### config.mk
export PLATFORM = sky130hd
export DESIGN_NAME = rx_fifo_irq_ctrl
export DESIGN_NICKNAME = d
export VERILOG_FILES = /design/src/rtl/rxirq_pkg.sv /design/src/rtl/rxirq_cfg.sv /design/src/rtl/rxirq_ctrl.sv /design/src/rtl/rxirq_dp.sv /design/src/rtl/rx_fifo_irq_ctrl.sv
export SDC_FILE = /design/constraint.sdc
export NUM_CORES = 1
export LEC_CHECK = 0
export ABC_AREA = 1
export BUFFER_PORTS_ARGS = -buffer_cell sky130_fd_sc_hd__buf_2
export CORE_MARGIN = 5
export CORE_UTILIZATION = 48
export CTS_CLUSTER_DIAMETER = 80
export DETAILED_ROUTE_END_ITERATION = 10
export GPL_TIMING_DRIVEN = 0
export PLACE_DENSITY = 0.75
export REMOVE_ABC_BUFFERS = 1
export SLEW_MARGIN = 30
export SYNTH_ARGS = -nofsm -noshare
export SYNTH_HDL_FRONTEND = slang
export SYNTH_HIERARCHICAL = 1
export SYNTH_SLANG_ARGS = --single-unit
### constraint.sdc
create_clock -name clk -period 1.3 [get_ports clk]
set_input_delay 0.26 -clock clk [delete_from_list [all_inputs] [get_ports clk]]
set_output_delay 0.26 -clock clk [all_outputs]
set_load 0.01 [all_outputs]
### src/rtl/rxirq_pkg.sv
package rxirq_pkg;

  // Identification codes, ranked line > timeout > data available > none
  localparam logic [3:0] ID_NONE    = 4'h1;
  localparam logic [3:0] ID_DATA    = 4'h4;
  localparam logic [3:0] ID_LINE    = 4'h6;
  localparam logic [3:0] ID_TIMEOUT = 4'hC;

  // Strobes passed from control to datapath each cycle
  typedef struct packed {
    logic enable;    // both enables set
    logic levelHit;  // count at or above trigger level
    logic nonEmpty;  // FIFO holds a character
    logic rcvd;      // character entered FIFO this cycle
    logic quiet;     // neither receive nor read this cycle
    logic timerClr;  // restart the age counter
    logic timerInc;  // advance the age counter
  } ctrlStrobes_t;

endpackage

### src/rtl/rxirq_cfg.sv
module rxirq_cfg #(
  parameter int CNT_W = 5,
  parameter int TMR_W = 6,
  parameter int LVL_A = 1,
  parameter int LVL_B = 4,
  parameter int LVL_C = 8,
  parameter int LVL_D = 14
) (
  input  logic [1:0]       wordLen,
  input  logic             parityEn,
  input  logic             twoStop,
  input  logic [1:0]       trigSel,
  output logic [CNT_W-1:0] trigLevel,
  output logic [TMR_W-1:0] timeoutThr
);

  // start + 5 data + 1 stop is the shortest frame
  localparam logic [3:0] BASE_BITS = 4'd7;

  logic [3:0] bitsPerChar;

  always_comb begin
    bitsPerChar = BASE_BITS + {2'b00, wordLen} + {3'b000, parityEn}
                + {3'b000, twoStop};
    timeoutThr  = TMR_W'({bitsPerChar, 2'b00});
  end

  always_comb begin
    unique case (trigSel)
      2'b00:   trigLevel = CNT_W'(LVL_A);
      2'b01:   trigLevel = CNT_W'(LVL_B);
      2'b10:   trigLevel = CNT_W'(LVL_C);
      default: trigLevel = CNT_W'(LVL_D);
    endcase
  end

endmodule

### src/rtl/rxirq_ctrl.sv
module rxirq_ctrl
  import rxirq_pkg::*;
#(
  parameter int CNT_W = 5
) (
  input  logic             fifoEn,
  input  logic             rxIrqEn,
  input  logic [CNT_W-1:0] fifoCount,
  input  logic             charRcvd,
  input  logic             cpuRead,
  input  logic             bitTick,
  input  logic [CNT_W-1:0] trigLevel,
  output ctrlStrobes_t     strb
);

  logic activity;

  always_comb begin
    activity      = charRcvd | cpuRead;
    strb.enable   = fifoEn & rxIrqEn;
    strb.levelHit = fifoCount >= trigLevel;
    strb.nonEmpty = fifoCount != '0;
    strb.rcvd     = charRcvd;
    strb.quiet    = ~activity;
    // age is meaningful only while data waits in the FIFO
    strb.timerClr = activity | ~strb.nonEmpty;
    strb.timerInc = bitTick;
  end

endmodule

### src/rtl/rxirq_dp.sv
module rxirq_dp
  import rxirq_pkg::*;
#(
  parameter int TMR_W = 6
) (
  input  logic             clk,
  input  logic             rstN,
  input  ctrlStrobes_t     strb,
  input  logic [TMR_W-1:0] timeoutThr,
  input  logic             lineIrq,
  output logic             dataReady,
  output logic             rdaIrq,
  output logic             timeoutIrq,
  output logic [3:0]       irqId
);

  localparam logic [TMR_W-1:0] AGE_MAX = '1;

  logic [TMR_W-1:0] ageCnt;
  logic             nextRda;
  logic             nextTout;
  logic [3:0]       nextId;

  // age in bit ticks since the last receive or read
  always_ff @(posedge clk or negedge rstN) begin
    if (!rstN)                                  ageCnt <= '0;
    else if (strb.timerClr)                     ageCnt <= '0;
    else if (strb.timerInc && ageCnt != AGE_MAX) ageCnt <= ageCnt + 1'b1;
  end

  always_comb begin
    nextRda  = strb.enable & strb.levelHit;
    nextTout = strb.enable & strb.nonEmpty & strb.quiet & (ageCnt >= timeoutThr);
    if (lineIrq)       nextId = ID_LINE;
    else if (nextTout) nextId = ID_TIMEOUT;
    else if (nextRda)  nextId = ID_DATA;
    else               nextId = ID_NONE;
  end

  always_ff @(posedge clk or negedge rstN) begin
    if (!rstN) begin
      rdaIrq     <= 1'b0;
      timeoutIrq <= 1'b0;
      irqId      <= ID_NONE;
    end else begin
      rdaIrq     <= nextRda;
      timeoutIrq <= nextTout;
      irqId      <= nextId;
    end
  end

  always_ff @(posedge clk or negedge rstN) begin
    if (!rstN)               dataReady <= 1'b0;
    else if (strb.rcvd)      dataReady <= 1'b1;
    else if (!strb.nonEmpty) dataReady <= 1'b0;
  end

  assert_enable_gate_R1: assert property (@(posedge clk) disable iff (!rstN)
    !strb.enable |=> (!rdaIrq && !timeoutIrq));

  assert_ready_on_char_R3: assert property (@(posedge clk) disable iff (!rstN)
    strb.rcvd |=> dataReady);

  assert_ready_clears_R3: assert property (@(posedge clk) disable iff (!rstN)
    (!strb.nonEmpty && !strb.rcvd) |=> !dataReady);

  assert_timeout_age_R4: assert property (@(posedge clk) disable iff (!rstN)
    $rose(timeoutIrq) |-> ($past(ageCnt) >= $past(timeoutThr)));

  assert_activity_clears_R5: assert property (@(posedge clk) disable iff (!rstN)
    !strb.quiet |=> !timeoutIrq);

  assert_empty_no_timeout_R6: assert property (@(posedge clk) disable iff (!rstN)
    !strb.nonEmpty |=> !timeoutIrq);

  assert_line_first_R7: assert property (@(posedge clk) disable iff (!rstN)
    lineIrq |=> (irqId == ID_LINE));

endmodule

### src/rtl/rx_fifo_irq_ctrl.sv
module rx_fifo_irq_ctrl
  import rxirq_pkg::*;
#(
  parameter int FIFO_DEPTH = 16,
  parameter int LVL_A      = 1,
  parameter int LVL_B      = 4,
  parameter int LVL_C      = 8,
  parameter int LVL_D      = 14
) (
  input  logic                               clk,
  input  logic                               rstN,
  input  logic                               fifoEn,
  input  logic                               rxIrqEn,
  input  logic                               lineIrq,
  input  logic [$clog2(FIFO_DEPTH+1)-1:0]    fifoCount,
  input  logic                               charRcvd,
  input  logic                               cpuRead,
  input  logic                               bitTick,
  input  logic [1:0]                         wordLen,
  input  logic                               parityEn,
  input  logic                               twoStop,
  input  logic [1:0]                         trigSel,
  output logic                               dataReady,
  output logic                               rdaIrq,
  output logic                               timeoutIrq,
  output logic [3:0]                         irqId
);

  localparam int CNT_W    = $clog2(FIFO_DEPTH + 1);
  localparam int MAX_BITS = 12;  // start + 8 data + parity + 2 stop
  localparam int TMR_W    = $clog2(4 * MAX_BITS + 1);

  logic [CNT_W-1:0] trigLevel;
  logic [TMR_W-1:0] timeoutThr;
  ctrlStrobes_t     strb;

  rxirq_cfg #(
    .CNT_W(CNT_W), .TMR_W(TMR_W),
    .LVL_A(LVL_A), .LVL_B(LVL_B), .LVL_C(LVL_C), .LVL_D(LVL_D)
  ) u_cfg (
    .wordLen   (wordLen),
    .parityEn  (parityEn),
    .twoStop   (twoStop),
    .trigSel   (trigSel),
    .trigLevel (trigLevel),
    .timeoutThr(timeoutThr)
  );

  rxirq_ctrl #(.CNT_W(CNT_W)) u_ctrl (
    .fifoEn   (fifoEn),
    .rxIrqEn  (rxIrqEn),
    .fifoCount(fifoCount),
    .charRcvd (charRcvd),
    .cpuRead  (cpuRead),
    .bitTick  (bitTick),
    .trigLevel(trigLevel),
    .strb     (strb)
  );

  rxirq_dp #(.TMR_W(TMR_W)) u_dp (
    .clk       (clk),
    .rstN      (rstN),
    .strb      (strb),
    .timeoutThr(timeoutThr),
    .lineIrq   (lineIrq),
    .dataReady (dataReady),
    .rdaIrq    (rdaIrq),
    .timeoutIrq(timeoutIrq),
    .irqId     (irqId)
  );

endmodule

# Word-level counts from Yosys, hierarchy flattened
# Index checks and enable logic that the tools add are counted.
# W data, S select, Z words.
classes:
  n_addsub: 4
  n_lt_le_gt_ge: 2
  n_eq_ne: 4
  mux: 8
  bitwise: 9
  n_reduce_logical: 4
op_table:
  columns: ["operator", "count"]
  rows:
  - ["$mux W6", 2]
  - ["$pmux W4 S3", 1]
  - ["$add A4 B1 Y4", 2]
  - ["$mux W4", 2]
  - ["$add A6 B1 Y6 const B", 1]
  - ["$ge A6 B6 Y1", 1]
  - ["$ne A6 B6 Y1 const B", 1]
  - ["$and A1 B1 Y1", 5]
  - ["$ge A5 B4 Y1", 1]
  - ["$reduce_bool A5 Y1", 1]
  - ["$add A3 B2 Y4 const A", 1]
  - ["$mux W3", 1]
  - ["$eq A2 B1 Y1 const B", 1]
  - ["$eq A2 B2 Y1 const B", 1]
  - ["$logic_not A2 Y1", 1]
  - ["$mux W1", 2]
  - ["$ne A2 B2 Y1 const B", 1]
  - ["$not A1 Y1", 2]
  - ["$or A1 B1 Y1", 2]
  - ["$reduce_bool A2 Y1", 1]
  - ["$logic_and A1 B1 Y1", 1]
totals:
  reg_bits: 13
  input_bits: 19

# Longest topological paths before layout
logic_depth:
  depth_word: 7
  mapped_depth: 17
  ltp_nobuf: 17

# Hierarchy
# Netlist, hierarchy kept.
by_module_without_submodules:
  columns: ["module", "n_inst", "cells_per_inst", "area_per_inst_um2", "seq_area_each_um2"]
  rows:
  - ["rxirq_dp", 1, 99, 779.5, 326.6]
  - ["rxirq_ctrl", 1, 32, 175.2, 0.0]
  - ["rxirq_cfg", 1, 24, 145.1, 0.0]

# Least setup slack after synthesis
# OpenSTA, ideal clock, no wires.
synth_path:
  path_kind: "input port to flip-flop"
  from: "input port wordLen[0]"
  to: "register u_dp.irqId[2]"
  setup_time_ns: 0.120
  t_arrival_ns: 2.030
  required_time_ns: 1.180
  slack_ns: -0.849
  cell_stages: 17
  path_cell_list: "inv_1 > ha_1 > inv_1 > ha_1 > inv_1 > fa_1 > inv_1 > nand2_1 > nand2_1 > inv_1 > ha_1 > nand2_1 > inv_1 > a21oi_1 > nand2_1 > nand2_1 > nand2_1"
synth_between:
  elab_chain_cells: 7
synth_rtl:
  columns: ["item", "line_no", "rtl"]
  rows:
  - ["start, declared", "rx_fifo_irq_ctrl.sv:19", "input logic [1:0] wordLen,"]
  - ["$add A3 B2 Y4", "rxirq_cfg.sv:23", "bitsPerChar = BASE_BITS + {2'b00, wordLen} + {3'b000, parityEn}"]
  - ["$add A4 B1 Y4", "rxirq_cfg.sv:23", null]
  - ["$add A4 B1 Y4", "rxirq_cfg.sv:24", "+ {3'b000, twoStop};"]
  - ["named net timeoutThr[4]", "rx_fifo_irq_ctrl.sv:34", "logic [TMR_W-1:0] timeoutThr;"]
  - ["$ge A6 B6 Y1", "rxirq_dp.sv:33", "nextTout = strb.enable & strb.nonEmpty & strb.quiet & (ageCnt >= timeoutThr);"]
  - ["$and A1 B1 Y1", "rxirq_dp.sv:33", null]
  - ["$mux W4", "rxirq_dp.sv:35", "else if (nextTout) nextId = ID_TIMEOUT;"]
  - ["$mux W4", "rxirq_dp.sv:34", "if (lineIrq) nextId = ID_LINE;"]
  - ["named net u_dp.nextId[2]", "rxirq_dp.sv:22", "logic [3:0] nextId;"]
  - ["end signal, assigned", "rxirq_dp.sv:48", "irqId <= nextId;"]
  - ["end, declared", "rxirq_dp.sv:14", "output logic [3:0] irqId"]
# The timed path passes the listed nets, and every way through them passes these cells.
# A chain may end at the register's enable or synchronous reset.

# Worst setup path after layout
layout_path:
  from: "input port twoStop"
  to: "register u_dp.irqId[2]"
layout_between:
  elab_chain_cells: 5
layout_rtl:
  columns: ["item", "line_no", "rtl"]
  rows:
  - ["start, declared", "rx_fifo_irq_ctrl.sv:21", "input logic twoStop,"]
  - ["$add A4 B1 Y4", "rxirq_cfg.sv:24", null]
  - ["named net timeoutThr[3]", "rx_fifo_irq_ctrl.sv:34", null]
  - ["$ge A6 B6 Y1", "rxirq_dp.sv:33", null]
  - ["$and A1 B1 Y1", "rxirq_dp.sv:33", null]
  - ["$mux W4", "rxirq_dp.sv:35", null]
  - ["$mux W4", "rxirq_dp.sv:34", null]
  - ["named net u_dp.nextId[2]", "rxirq_dp.sv:22", null]
# The timed path passes the listed nets, and every way through them passes these cells.

==> flow_summary.toml <==
[place]
placed_cells = 203
routabilityCongestion = 0.824
placed_cell_area_um2 = 1220
port_buffers = 25
dp_hpwl_um = 1990

[grt]
grt_pass1_wl_um = 4030
grt_max_degree = 14
grt_pass1_vias = 994
grtUsageTotal = 0.152
grt_overflow = 0
antenna_found_initial = 0

[sta]
fin_worst_skew_ns = 0.00329
hold_viol = 0
hold_slack_ns = 0.134
rsz0062_at_grt = "yes"
period_minus_slack_ns = 1.95
setup_ws_ns = -0.649
finalCritPeriodShare = 1.50
setup_viol = 4
slew_violations = 0
fmax_mhz = 513

[setup_path]
cp.arrival_ns = 2.11
path_max_fanout = 3
cp_data_required_time_ns = 1.46
cp_slowest_cell = "fa_2"
crit_type = "in -> reg"
rrSetupSlack_ns = -0.09
crit_buf_inv = 6
startpoint_type = "primary input"
worstSetupEndpointType = "flip-flop"
path_cells = "buf_6 > inv_4 > ha_4 > inv_4 > ha_4 > inv_4 > fa_2 > inv_2 > inv_2 > ha_4 > nand2_1 > nand2_1 > a21oi_2 > nand2_2 > nand2_2 > nand2_1"
critPathMaxStageDelay_ns = 0.51
cp_top_family = "adder cells"

[die]
core_um2 = 2190
placementRows = 17
die_area_um2 = 3350
io_pins = 26
die_h_um = 57.9
die_width_um = 57.9
start_util = 0.502

[outcome]
status = "complete, but fails checks"
violations = "negative setup slack"

[hold_path]
hold_class = "in -> reg"

[job]
cap_viol_max_count = 0

[routing]
drtIter0Drc = 8
antenna_left = 0
wirelength_um = 2460
drc = 0
wl_per_cell_um = 11.4
dr.pass1.iters = 4
via_per_inst = 4.78
vias = 1032

[cts]
cts_buffers = 3
clk_pin_slew_ns = 0.07
cts_tree = "yes"
cts-root-buf = "clkbuf_4"
clock_sinks = 13
clockBufferDepth = 2
h-tree-depth = 1
clock_latency_ns = 0.27

[cells_and_area]
area_growth_pct = 31.4
diodes = 0
final_cells = 216
nets = 224
final_area_um2 = 1450
postLayoutCoreUtil = 0.660
layout-drive-gt1-share = 0.388

[synth]
syn_area_um2 = 1100
synth_top_area_cell = "dfrtp_1"
synth-edff-count = 0
ys_ff_latch = 13
syn_avg_cell_area_um2 = 7.10
synthTopCellsByArea = "dfrtp_1, ha_1, nand2_1"
synth_cell_types = 23
synth_warnings = 6
ys_seq_area_frac = 0.297
syn_inst = 155
synth_top_area_frac = 0.273
yosysMostFrequentCell = "nand2_1"
async_reset_ff_frac = 1.00
synth_common_cells = "nand2_1, inv_1, ha_1"
synthFlopType = "dfrtp_1"

[power]
powerDensity_nw_per_um2 = 630
ir_drop_v = 0.000552
p_leak_nw = 0.820
-- flip-flops by register name, indices dropped and copies added, names as in the netlist --
| signal | flops |
|---|---|
| u_dp/timeoutIrq | 1 |
| u_dp/irqId | 4 |
| u_dp/dataReady | 1 |
| u_dp/ageCnt | 6 |
| u_dp/rdaIrq | 1 |
-- power breakdown --
| part | internal, mW | switching (mW) | total [mW] |
|---|---|---|---|
| combinational | 0.110 | 0.135 | 0.245 |
| clock | 0.119 | 0.125 | 0.244 |
| sequential | 0.416 | 0.00526 | 0.422 |
| total | 0.645 | 0.266 | 0.911 |
-- path summary, 6_finish.rpt --
path | from | endpoint | cells past startpoint
min | lineIrq | u_dp/irqId[1] | 1
min in group asynchronous | rstN | u_dp/ageCnt[0] | 2
max reg2reg | u_dp/ageCnt[5] | u_dp/irqId[2] | 7
max | twoStop | u_dp/irqId[2] | 16
max in group asynchronous | rstN | u_dp/irqId[0] | 2
min reg2reg | u_dp/dataReady | u_dp/dataReady | 1
-- metrics by stage --
step | worst slack (ns) | setup TNS [ns] | total power [mW]
after floorplan | -0.849 | -3.31 | 0.543
after global placement | -1.04 | -4.07 | 0.606
after detailed placement | -1.11 | -4.41 | 0.620
after CTS | -0.704 | -2.77 | 0.911
after global routing | -0.677 | -2.83 | 0.987
final | -0.649 | -2.55 | 0.911
-- cell families after synthesis --
kind of cell	after synthesis	synth area share
AOI/OAI and AO/OA	6	0.0353
buffers and inverters	46	0.175
DFF	13	0.297
adders and majority gates	16	0.189
and+or+nand+nor	73	0.300
other	1	0.00341
-- worst reg2reg max path: cells and delay by family (launching register included) --
family / cells / cell delay (ns)
fa+ha+maj: 1 / 0.32
flops: 1 / 0.44
buf+inv: 1 / 0.05
simple gates: 4 / 0.33
compound gates: 1 / 0.13
-- cells in the final DEF, fill, tap and decap left out, types with 5 or more instances in the layout --
cell / instances
nand2_2: 8
nand2_1: 33
inv_2: 5
ha_4: 5
buf_2: 23
inv_1: 29
buf_4: 8
ha_1: 10
nor2_1: 9
dfrtp_1: 11
nand3_1: 12
-- metal layers --
| metal | share of wire | global-route usage | vias up | wire length (µm) |
|---|---|---|---|---|
| li1 | - | - | 526 | - |
| met1 | 0.39 | 0.165 | 471 | 961 |
| met2 | 0.55 | 0.294 | 29 | 1350 |
| met3 | 0.039 | 0.0290 | 6 | 97 |
| met4 | 0.021 | 0.0430 | 0 | 52 |
| met5 | 0 | 0 | - | 0 |
-- layout make-up --
class | instances | area [µm²]
Multi-Input combinational cell | 98 | 691
Tap cell | 28 | 35.0
Clock buffer | 4 | 26.3
Timing Repair Buffer | 34 | 208
Sequential cell | 13 | 328
Fill cell | 192 | 746
Inverter | 39 | 158
-- timing repair --
action | 4_1_cts | 5_1_grt
gates resized for setup | 19 | 15
buffers inserted | 4 | 4
hold buffers | 1 | 0
endpoints found under the hold margin | 12 | 0
pin swaps | 11 | 13
endpoints found under the setup margin | 6 | 10
Power figures use the tool's default switching activity.
